[src/rtl/tmr_chan_pkg.sv]
package tmr_chan_pkg;

  typedef struct packed {
    logic       flag;
    logic       ie;
    logic [1:0] mode;
    logic [1:0] sel;
    logic       tov;
    logic       maxd;
  } chan_ctl_t;

  localparam logic [1:0] MODE_CAP = 2'b00;
  localparam logic [1:0] MODE_CMP = 2'b01;

  // Trigger decision for one sampled pin transition.
  function automatic logic edge_hit(input logic [1:0] sel, input logic prev, input logic cur);
    case (sel)
      2'b01:   return !prev && cur;
      2'b10:   return prev && !cur;
      2'b11:   return prev ^ cur;
      default: return 1'b0;
    endcase
  endfunction

  // Next output level for compare and PWM modes.
  function automatic logic out_next(input logic [1:0] mode, input logic [1:0] sel,
                                    input logic tov, input logic maxd,
                                    input logic match, input logic ovf, input logic cur);
    logic v;
    logic act;
    v = cur;
    if (mode == MODE_CAP) begin
      v = cur;
    end else if (mode[1]) begin
      act = (sel == 2'b10);
      if (sel != 2'b00) begin
        if (maxd) begin
          v = act;
        end else begin
          if (match) v = !act;
          if (ovf)   v = act;
        end
      end
    end else begin
      if (match) begin
        case (sel)
          2'b01:   v = !cur;
          2'b10:   v = 1'b0;
          2'b11:   v = 1'b1;
          default: v = cur;
        endcase
      end
      if (tov && ovf) v = !v;
    end
    return v;
  endfunction

endpackage

[src/rtl/tmr_edge_det.sv]
module tmr_edge_det #(
  parameter int SYNC_N = 2
) (
  input  logic       clk,
  input  logic       rst_n,
  input  logic       pin_i,
  input  logic [1:0] sel_i,
  output logic       hit_o
);
  import tmr_chan_pkg::*;

  logic [SYNC_N:0] sh_q;

  always_ff @(posedge clk or negedge rst_n) begin
    if (!rst_n) sh_q <= '0;
    else        sh_q <= {sh_q[SYNC_N-1:0], pin_i};
  end

  assign hit_o = edge_hit(sel_i, sh_q[SYNC_N], sh_q[SYNC_N-1]);

  AST_EDGE_OFF: assert property (@(posedge clk) disable iff (!rst_n)
    (sel_i == 2'b00) |-> !hit_o);

endmodule

[src/rtl/tmr_out_ctl.sv]
module tmr_out_ctl (
  input  logic       clk,
  input  logic       rst_n,
  input  logic [1:0] mode_i,
  input  logic [1:0] sel_i,
  input  logic       tov_i,
  input  logic       maxd_i,
  input  logic       match_i,
  input  logic       ovf_i,
  output logic       out_o
);
  import tmr_chan_pkg::*;

  logic out_q;

  always_ff @(posedge clk or negedge rst_n) begin
    if (!rst_n) out_q <= 1'b0;
    else        out_q <= out_next(mode_i, sel_i, tov_i, maxd_i, match_i, ovf_i, out_q);
  end

  assign out_o = out_q;

  AST_OUT_HOLD: assert property (@(posedge clk) disable iff (!rst_n)
    (!match_i && !ovf_i && !(mode_i[1] && maxd_i)) |=> $stable(out_q));

endmodule

[src/rtl/tmr_flag_ctl.sv]
module tmr_flag_ctl (
  input  logic clk,
  input  logic rst_n,
  input  logic evt_i,
  input  logic rd_i,
  input  logic wr_i,
  input  logic wr_flag_i,
  output logic flag_o
);
  logic flag_q;
  logic armed_q;
  logic clr_ok;

  assign clr_ok = wr_i && !wr_flag_i && armed_q && !evt_i;

  always_ff @(posedge clk or negedge rst_n) begin
    if (!rst_n) begin
      flag_q  <= 1'b0;
      armed_q <= 1'b0;
    end else begin
      if (evt_i)       flag_q <= 1'b1;
      else if (clr_ok) flag_q <= 1'b0;

      if (evt_i || wr_i)       armed_q <= 1'b0;
      else if (rd_i && flag_q) armed_q <= 1'b1;
    end
  end

  assign flag_o = flag_q;

  AST_CLR_NEEDS_ARM: assert property (@(posedge clk) disable iff (!rst_n)
    $fell(flag_q) |-> $past(armed_q && wr_i && !wr_flag_i));
  AST_EVT_WINS: assert property (@(posedge clk) disable iff (!rst_n)
    evt_i |=> flag_q);
  AST_SET_ONLY_BY_EVT: assert property (@(posedge clk) disable iff (!rst_n)
    $rose(flag_q) |-> $past(evt_i));

endmodule

[src/rtl/tmr_chan_ctrl.sv]
module tmr_chan_ctrl #(
  parameter int CNT_W  = 16,
  parameter int SYNC_N = 2
) (
  input  logic             clk,
  input  logic             rst_n,
  input  logic [CNT_W-1:0] cnt_i,
  input  logic             cnt_ovf_i,
  input  logic             cap_pin_i,
  input  logic             ctl_rd_i,
  input  logic             ctl_wr_i,
  input  logic [7:0]       ctl_wdata_i,
  output logic [7:0]       ctl_rdata_o,
  input  logic             val_wr_i,
  input  logic [CNT_W-1:0] val_wdata_i,
  output logic [CNT_W-1:0] cap_val_o,
  output logic             cmp_pin_o,
  output logic             irq_o
);
  import tmr_chan_pkg::*;

  chan_ctl_t        cfg_q;
  chan_ctl_t        wr_view;
  logic [CNT_W-1:0] val_q;
  logic             match_d;
  logic             match_now;
  logic             match_rise;
  logic             pin_hit;
  logic             cap_evt;
  logic             cmp_evt;
  logic             flag;

  assign wr_view = chan_ctl_t'(ctl_wdata_i);

  always_ff @(posedge clk or negedge rst_n) begin
    if (!rst_n) begin
      cfg_q <= '0;
    end else if (ctl_wr_i) begin
      cfg_q      <= wr_view;
      cfg_q.flag <= 1'b0;
    end
  end

  tmr_edge_det #(.SYNC_N(SYNC_N)) u_edge (
    .clk   (clk),
    .rst_n (rst_n),
    .pin_i (cap_pin_i),
    .sel_i (cfg_q.sel),
    .hit_o (pin_hit)
  );

  assign match_now  = (cnt_i == val_q);
  assign match_rise = match_now && !match_d;
  assign cap_evt    = (cfg_q.mode == MODE_CAP) && pin_hit;
  assign cmp_evt    = (cfg_q.mode != MODE_CAP) && match_rise;

  always_ff @(posedge clk or negedge rst_n) begin
    if (!rst_n) begin
      val_q   <= '0;
      match_d <= 1'b0;
    end else begin
      match_d <= match_now;
      if (cap_evt)       val_q <= cnt_i;
      else if (val_wr_i) val_q <= val_wdata_i;
    end
  end

  tmr_flag_ctl u_flag (
    .clk       (clk),
    .rst_n     (rst_n),
    .evt_i     (cap_evt || cmp_evt),
    .rd_i      (ctl_rd_i),
    .wr_i      (ctl_wr_i),
    .wr_flag_i (ctl_wdata_i[7]),
    .flag_o    (flag)
  );

  tmr_out_ctl u_out (
    .clk     (clk),
    .rst_n   (rst_n),
    .mode_i  (cfg_q.mode),
    .sel_i   (cfg_q.sel),
    .tov_i   (cfg_q.tov),
    .maxd_i  (cfg_q.maxd),
    .match_i (cmp_evt),
    .ovf_i   (cnt_ovf_i),
    .out_o   (cmp_pin_o)
  );

  assign ctl_rdata_o = {flag, cfg_q.ie, cfg_q.mode, cfg_q.sel, cfg_q.tov, cfg_q.maxd};
  assign cap_val_o   = val_q;
  assign irq_o       = flag && cfg_q.ie;

  AST_CAP_LATCH: assert property (@(posedge clk) disable iff (!rst_n)
    cap_evt |=> (cap_val_o == $past(cnt_i)));
  AST_IRQ_NEEDS_IE: assert property (@(posedge clk) disable iff (!rst_n)
    irq_o |-> (ctl_rdata_o[7] && ctl_rdata_o[6]));

endmodule

[config.mk]
export PLATFORM = sky130hd
export DESIGN_NAME = tmr_chan_ctrl
export DESIGN_NICKNAME = d
export VERILOG_FILES = /design/src/rtl/tmr_chan_pkg.sv /design/src/rtl/tmr_edge_det.sv /design/src/rtl/tmr_out_ctl.sv /design/src/rtl/tmr_flag_ctl.sv /design/src/rtl/tmr_chan_ctrl.sv
export SDC_FILE = /design/constraint.sdc
export NUM_CORES = 1
export LEC_CHECK = 0
export ABC_CLOCK_PERIOD_IN_PS = 2200
export BUFFER_PORTS_ARGS = -buffer_cell sky130_fd_sc_hd__buf_2
export CAP_MARGIN = 0
export CORE_MARGIN = 4
export CORE_UTILIZATION = 43
export CTS_BUF_LIST = sky130_fd_sc_hd__clkbuf_8
export DETAILED_ROUTE_END_ITERATION = 12
export GPL_TIMING_DRIVEN = 0
export PLACE_DENSITY = 0.76
export SYNTH_ARGS = -nofsm -noshare
export SYNTH_HDL_FRONTEND = slang
export SYNTH_HIERARCHICAL = 1
export SYNTH_SLANG_ARGS = --single-unit
[constraint.sdc]
create_clock -name clk -period 2.2 [get_ports clk]
set_clock_uncertainty 0.05 [all_clocks]
set_input_delay 0.22 -clock clk [delete_from_list [all_inputs] [get_ports clk]]
set_output_delay 0.22 -clock clk [all_outputs]
set_load 0.005 [all_outputs]
==> metrics.md, run 1 <==
| Metric | Value |
|---|---|
| Yosys warns | 6 |
| Total Power | 1.565 mW |
| Die height | roughly 68 um |
| CTS sink cnt | 30 |
| Max Cap Viol | 0 |
| WHS Endpoint | u_flag/armed_q |
| Fin crit share | 0.9759 |
| First-pass GRT wire length | about 6000 um |
| ANT cells | 0 |
| R2R Path End | u_out/out_o |
| Maximum clock rate | 465.8 MHz |
| Crit path max fanout | 3 |
| Seq/Total Area, Yosys | 0.4819 |
| Top post-synthesis cells by area | dfrtp_1 (48%), mux2i_1 (10%), xor2_1 (9.6%) |
| Placed cell count | 264 |
| RSZ-0062 raised after global routing | yes |
| # nets final | 284 |
| Clock power share | 0.288 |
| Antenna Nets Post-Route | 0 |
| Largest area contributor in the netlist | dfrtp_1 |
| Placed Area | between 0.0015 and 0.002 mm2 |
| Clock latency on the worst-skew pair | 0.28 ns |
| Most frequent cells in the layout | buf_2 (75), dfrtp_1 (30), nand2_1 (20) |
| Hold Path Depth | 2 |
| Syn_area_per_cell | between 10 and 15 um2 |
| FP Rows | 21 |
| Most common cell after layout, fill and taps aside | buf_2 |
| Clock Tree Buf Depth | 2 |
| HP Start | ctl_wr_i |
| Largest net degree at the start of global routing | 31 |
| Slew Viols, Final | 0 |
| Vias in the first global route | 1333 |
| Num CTS Buffers | 5 |
| # setup viols final | 0 |
| CTS tree | yes |
| Synthesized flop and latch total | 30 |
| Port-buffer cells | 71 |
| GRT overflow | 0 |
| Vias/cell | 4.844 |
| Switching Fraction | 0.2965 |
| Minimum clock period | 2.147 ns |
| Worst setup EP type | flop |
| Ys flop type | dfrtp_1 |
| Ports | 73 |
| Pwr dens | ~720 mW/mm2 |
| Post-Layout Inst Area | 0.002172 mm2 |
| Hold WS | 0.07190 ns |
| Final worst slack | 0.05299 ns |
| Crit path kind | reg -> reg |
| Htree depth | 2 |
| Seq pwr share | 0.455 |
| Vias | 1366 |
| CP startpoint kind | flop |
| Worst path required time | 2.34 ns |
| Die W | 68.19 um |
| Area of the mapped netlist | 0.001558 mm2 |
| Tot GR Track Use | 0.1804 |
| R2r setup slk | 0.05 ns |
| Util after Layout | 0.6359 |
| Area grow syn2layout | 39.44% |
| Measured slew at the worst slew-check pin | approximately 0.67 ns |
| CTS clk-pin slew, worst paths | about 0.060 ns |
| Wire per inst | between 10 and 15 um |
| WL final | ~3800 um |
| Psw | around 460 uW |
| Post-Layout Cell Count | 282 |
| FF-to-FF path depth | 8 |
| Internal power | 1.101 mW |
| Status | completed |
| Clock root cell | clkbuf_8 |
| Hold Fails Final Rpt | 0 |
| Min-Delay Path Class | in -> reg |
| DRC Markers | 0 |
| Setup TNS | 0 ns |
| Syn nets | 196 |
| Ys async rst share | 1.000 |
| Placement Setup Slack | -0.2405 ns |
| Starting density of the core | 0.4560 |
| Logic pwr share | 0.257 |
| P_leak | 1.103 nW |
| Die area | 0.004650 mm2 |
| Initial DRC Count | 53 |
| CP arrival | 2.28 ns |
| Reg-to-reg critical path startpoint | cap_val_o[2] |
| Max VDD drop | 0.3876 mV |
| Post-detail-place hpwl | 2818 um |
| Post-Synthesis Cells | 147 |
| Number of synthesized flops with an enable pin | 0 |
| Share of layout cells above drive strength 1 | 0.4492 |
| Post-synthesis cell type count | 28 |
| Initial antenna violation count | 0 |
| Core area | between 0.003 and 0.004 mm2 |
| Placer Congestion | 0.7557 |
| Area share of the largest cell type after synthesis | 0.4819 |
| TritonRoute pass-1 iters | 4 |
| Max-slew headroom | 0.5539 |
[layout make-up]
cell class | instances | area [um2]
Buffer | 8 | 43.79
Clock buffer | 6 | 82.58
Clock inverter | 2 | 8.758
Fill cell | 299 | 1244
Inverter | 5 | 18.77
Multi-Input combinational cell | 104 | 774.5
Sequential cell | 30 | 750.7
Tap cell | 46 | 57.56
Timing Repair Buffer | 81 | 435.4
[worst max-delay path, stage by stage (launching register included)]
cell and delay (ns):
dfrtp_1 0.39, xor2_1 0.15, nor4_2 0.30, nand4_1 0.19, nor3_2 0.24, buf_4 0.15
a22oi_1 0.07, o311a_1 0.32, a311oi_1 0.20
[sequential cells by signal, indices dropped and copies added, names as in the netlist]
name,count
u_out/out_o,1
u_edge/sh_q,3
u_flag/armed_q,1
u_flag/flag_o,1
match_d,1
ctl_rdata_o,7
cap_val_o,16
[cell usage after synthesis (2+ instances only)]
library cell,count
and2_1,2
inv_1,5
nor3_1,3
o21ai_0,16
ha_1,2
a21oi_1,2
nor2b_1,2
buf_2,4
xor2_1,17
mux2_2,7
o21ai_1,2
mux2i_1,16
dfrtp_1,30
nor4_1,4
buf_4,2
a311oi_1,2
nand2_1,20
[timing repair]
action / in CTS / in global routing
hold buffers: 2 / 0
hold endpoints to repair: 31 / 0
setup buffers: 8 / 0
pin swaps: 8 / 2
endpoints found under the setup margin: 1 / 1
resized for setup: 3 / 1
[metal layers]
layer / vias up / share of wire / track usage
met1: 635 / 0.43 / 0.2247
met4: 0 / 0.017 / 0.08189
met2: 39 / 0.50 / 0.2900
li1: 684 / - / -
met5: - / 0 / 0
met3: 8 / 0.059 / 0.04926
[kinds of logic after synthesis]
group | synth area share
AOI/OAI and AO/OA | 0.1052
xor gates and xnor gates | 0.09558
adders and majority gates | 0.01606
buffers and inverters | 0.04015
DFF | 0.4819
muxes | 0.1534
and+or+nand+nor | 0.1076
[power by group through the flow]
stage	combinational (mW)	clock (mW)	sequential, mW
4_1_cts	0.404	0.464	0.711
3_5_place_dp	0.359	0	0.724
2_1_floorplan	0.183	0	0.718
5_1_grt	0.450	0.487	0.720
6_report	0.402	0.451	0.712
3_3_place_gp	0.351	0	0.720
[worst max path at each step]
stage                  start           to  cells past startpoint
2_1_floorplan  cap_val_o[15]  u_out/out_o                      8
3_3_place_gp    cap_val_o[5]  u_out/out_o                      8
3_5_place_dp   cap_val_o[12]  u_out/out_o                      8
4_1_cts        cap_val_o[13]  u_out/out_o                      8
5_1_grt         cap_val_o[2]  u_out/out_o                      8
6_report        cap_val_o[2]  u_out/out_o                      8
(Power assumes the default switching activity.)
==> inputs of run 2 (changes only) <==
- GPL_TIMING_DRIVEN: 0 -> default
==> metrics.md, run 2 (synthesis gave the netlist of run 1 again) <==
| Metric | Value |
|---|---|
| Register area | 750.7 um2 (unchanged) |
| ANT cells | 0 (unchanged) |
| Multi-input gate area | 755.7 um2 (-2.4%) |
| Core area | 0.003416 mm2 (unchanged) |
| Die height | 68.19 um (unchanged) |
| Most frequent cells in the layout | buf_2 (72), dfrtp_1 (30), nand2_1 (20) |
| Port-buffer cells | 72 (+1.4%) |
| Violated checks | negative setup slack |
| Hold Fails Final Rpt | 0 (unchanged) |
| Pwr dens | 698.9 mW/mm2 (-3.0%) |
| Crit path max fanout | 4 (+1) |
| Wire per inst | 13.04 um (-3.6%) |
| Slew Viols, Final | 0 (unchanged) |
| Most common cell after layout, fill and taps aside | buf_2 |
| Hold WS | 0.1161 ns (+0.04422 ns) |
| GRT overflow | 0 (unchanged) |
| Max-slew headroom | 0.5636 (+0.009708) |
| # setup viols final | 1 (+1) |
| Final worst slack | -0.03118 ns (-0.08417 ns) |
| CTS sink cnt | 30 (unchanged) |
| TritonRoute pass-1 iters | 4 (unchanged) |
| Fill cells | 326 (+9.0%) |
| Total Power | 1.473 mW (-5.9%) |
| Largest net degree at the start of global routing | 33 (+6.5%) |
| Tot GR Track Use | 0.1693 (-0.01117) |
| WL final | 3587 um (-6.0%) |
| Htree depth | 2 (unchanged) |
| Placer Congestion | 0.7546 (-0.15%) |
| Minimum clock period | 2.231 ns (+0.08417 ns) |
| Share of layout cells above drive strength 1 | 0.4192 (-0.02994) |
| Vias/cell | 4.920 (+1.6%) |
| Worst setup EP type | flop |
| Antenna Nets Post-Route | 0 (unchanged) |
| Setup TNS | -0.03118 ns (-0.03118 ns) |
| Die W | 68.19 um (unchanged) |
| P_leak | 1.069 nW (-3.1%) |
| Status | complete, but fails checks |
| Vias in the first global route | 1287 (-3.5%) |
| Max reg flops | 16 (unchanged) |
| Crit path kind | reg -> reg |
| Worst path required time | 2.32 ns (-0.02 ns) |
| Num CTS Buffers | 5 (unchanged) |
| Clock root cell | clkbuf_8 |
| Post-detail-place hpwl | 2767 um (-1.8%) |
| Clock latency on the worst-skew pair | 0.28 ns (about the same) |
| DRC Markers | 0 (unchanged) |
| FP Rows | 21 (unchanged) |
| First-pass GRT wire length | 5692 um (-5.6%) |
| Measured slew at the worst slew-check pin | 0.6546 ns (-0.01456 ns) |
| RSZ-0062 raised after global routing | yes |
| Max Cap Viol | 0 (unchanged) |
| CP startpoint kind | flop |
| CTS clk-pin slew, worst paths | 0.06 ns (about the same) |
| # nets final | 278 (-2.1%) |
| CP arrival | 2.35 ns (+0.07 ns) |
| Vias | 1353 (-0.95%) |
| Fin crit share | 1.014 (+0.03826) |
| CTS tree | yes |
| Maximum clock rate | 448.2 MHz (-3.8%) |
| Initial antenna violation count | 0 (unchanged) |
| Die area | 0.004650 mm2 (unchanged) |
| Initial DRC Count | 43 (-19%) |
| Max VDD drop | 0.3278 mV (-15%) |
| Min-Delay Path Class | in -> reg |
| Area grow syn2layout | 35.26% |
| Clock Tree Buf Depth | 2 (unchanged) |
| Ports | 73 (unchanged) |
| Starting density of the core | 0.4560 (unchanged) |
[run 2: changes by cell type in the layout (fill, tap and decap cells not counted), sizes merged]
cell / delta
buf: -4
clkbuf: -3
clkinv: -1
inv: +1
[run 2: final cells by class]
| class | instances | area share |
|---|---|---|
| multi-input cells | 104 | 0.3587 |
| clock buffers | 5 | 0.03266 |
| flip-flops and latches | 30 | 0.3563 |
| repair buffers | 83 | 0.2126 |
| well taps | 46 | 0.02732 |
| clock inverters | 2 | 0.003563 |
| inverters | 5 | 0.008907 |
[run 2: power by group]
part           internal (mW)  switching [mW]
combinational          0.202           0.167
sequential             0.633          0.0769
clock                  0.208           0.186
[run 2: final timing paths]
kind                                     start             end  slack (ns)  depth (start not counted)
max in group asynchronous                rst_n  ctl_rdata_o[5]        1.21                          2
worst min-delay path                 cnt_i[14]   cap_val_o[14]        0.12                          3
worst max-delay path              cap_val_o[5]     u_out/out_o       -0.03                          8
min in group asynchronous                rst_n   cap_val_o[13]        0.45                          2
worst max register to register    cap_val_o[5]     u_out/out_o       -0.03                          8
worst min register to register  u_edge/sh_q[0]  u_edge/sh_q[1]        0.30                          0
[run 2: what timing repair did]
action,CTS,global route
buffers inserted,1,0
setup endpoints to repair,1,1
resized for setup,1,0
hold buffers,2,0
endpoints found under the hold margin,31,0
pin swaps,5,2
[run 2: layer usage]
metal,vias to the layer above,routed length (um),share of wire,GRT usage
met3,9,235,0.066,0.05419
met5,-,0,0,0
met2,42,1857,0.52,0.2936
li1,676,-,-,-
met1,626,1435,0.40,0.1917
met4,0,58,0.016,0.06700
[run 2: critical path, stage by stage (launching register included)]
cell,delay (ns)
dfrtp_1,0.39
xor2_1,0.14
nor4_1,0.37
nand4_1,0.20
nor3_2,0.27
and4b_1,0.23
a311oi_1,0.05
xor2_1,0.17
a311oi_1,0.24
[run 2: metrics by stage]
stage / setup slack (ns) / std cells / util / cell area [um2]
2_1_floorplan: 0.06944 / 147 / - / 1563
3_3_place_gp: -0.08859 / 265 / 0.5846 / 1997
3_5_place_dp: -0.2045 / 265 / 0.5846 / 1997
4_1_cts: -0.04553 / 275 / 0.6169 / 2107
5_1_grt: -0.1575 / 275 / 0.6169 / 2107
6_report: -0.03118 / 275 / 0.6169 / 2107
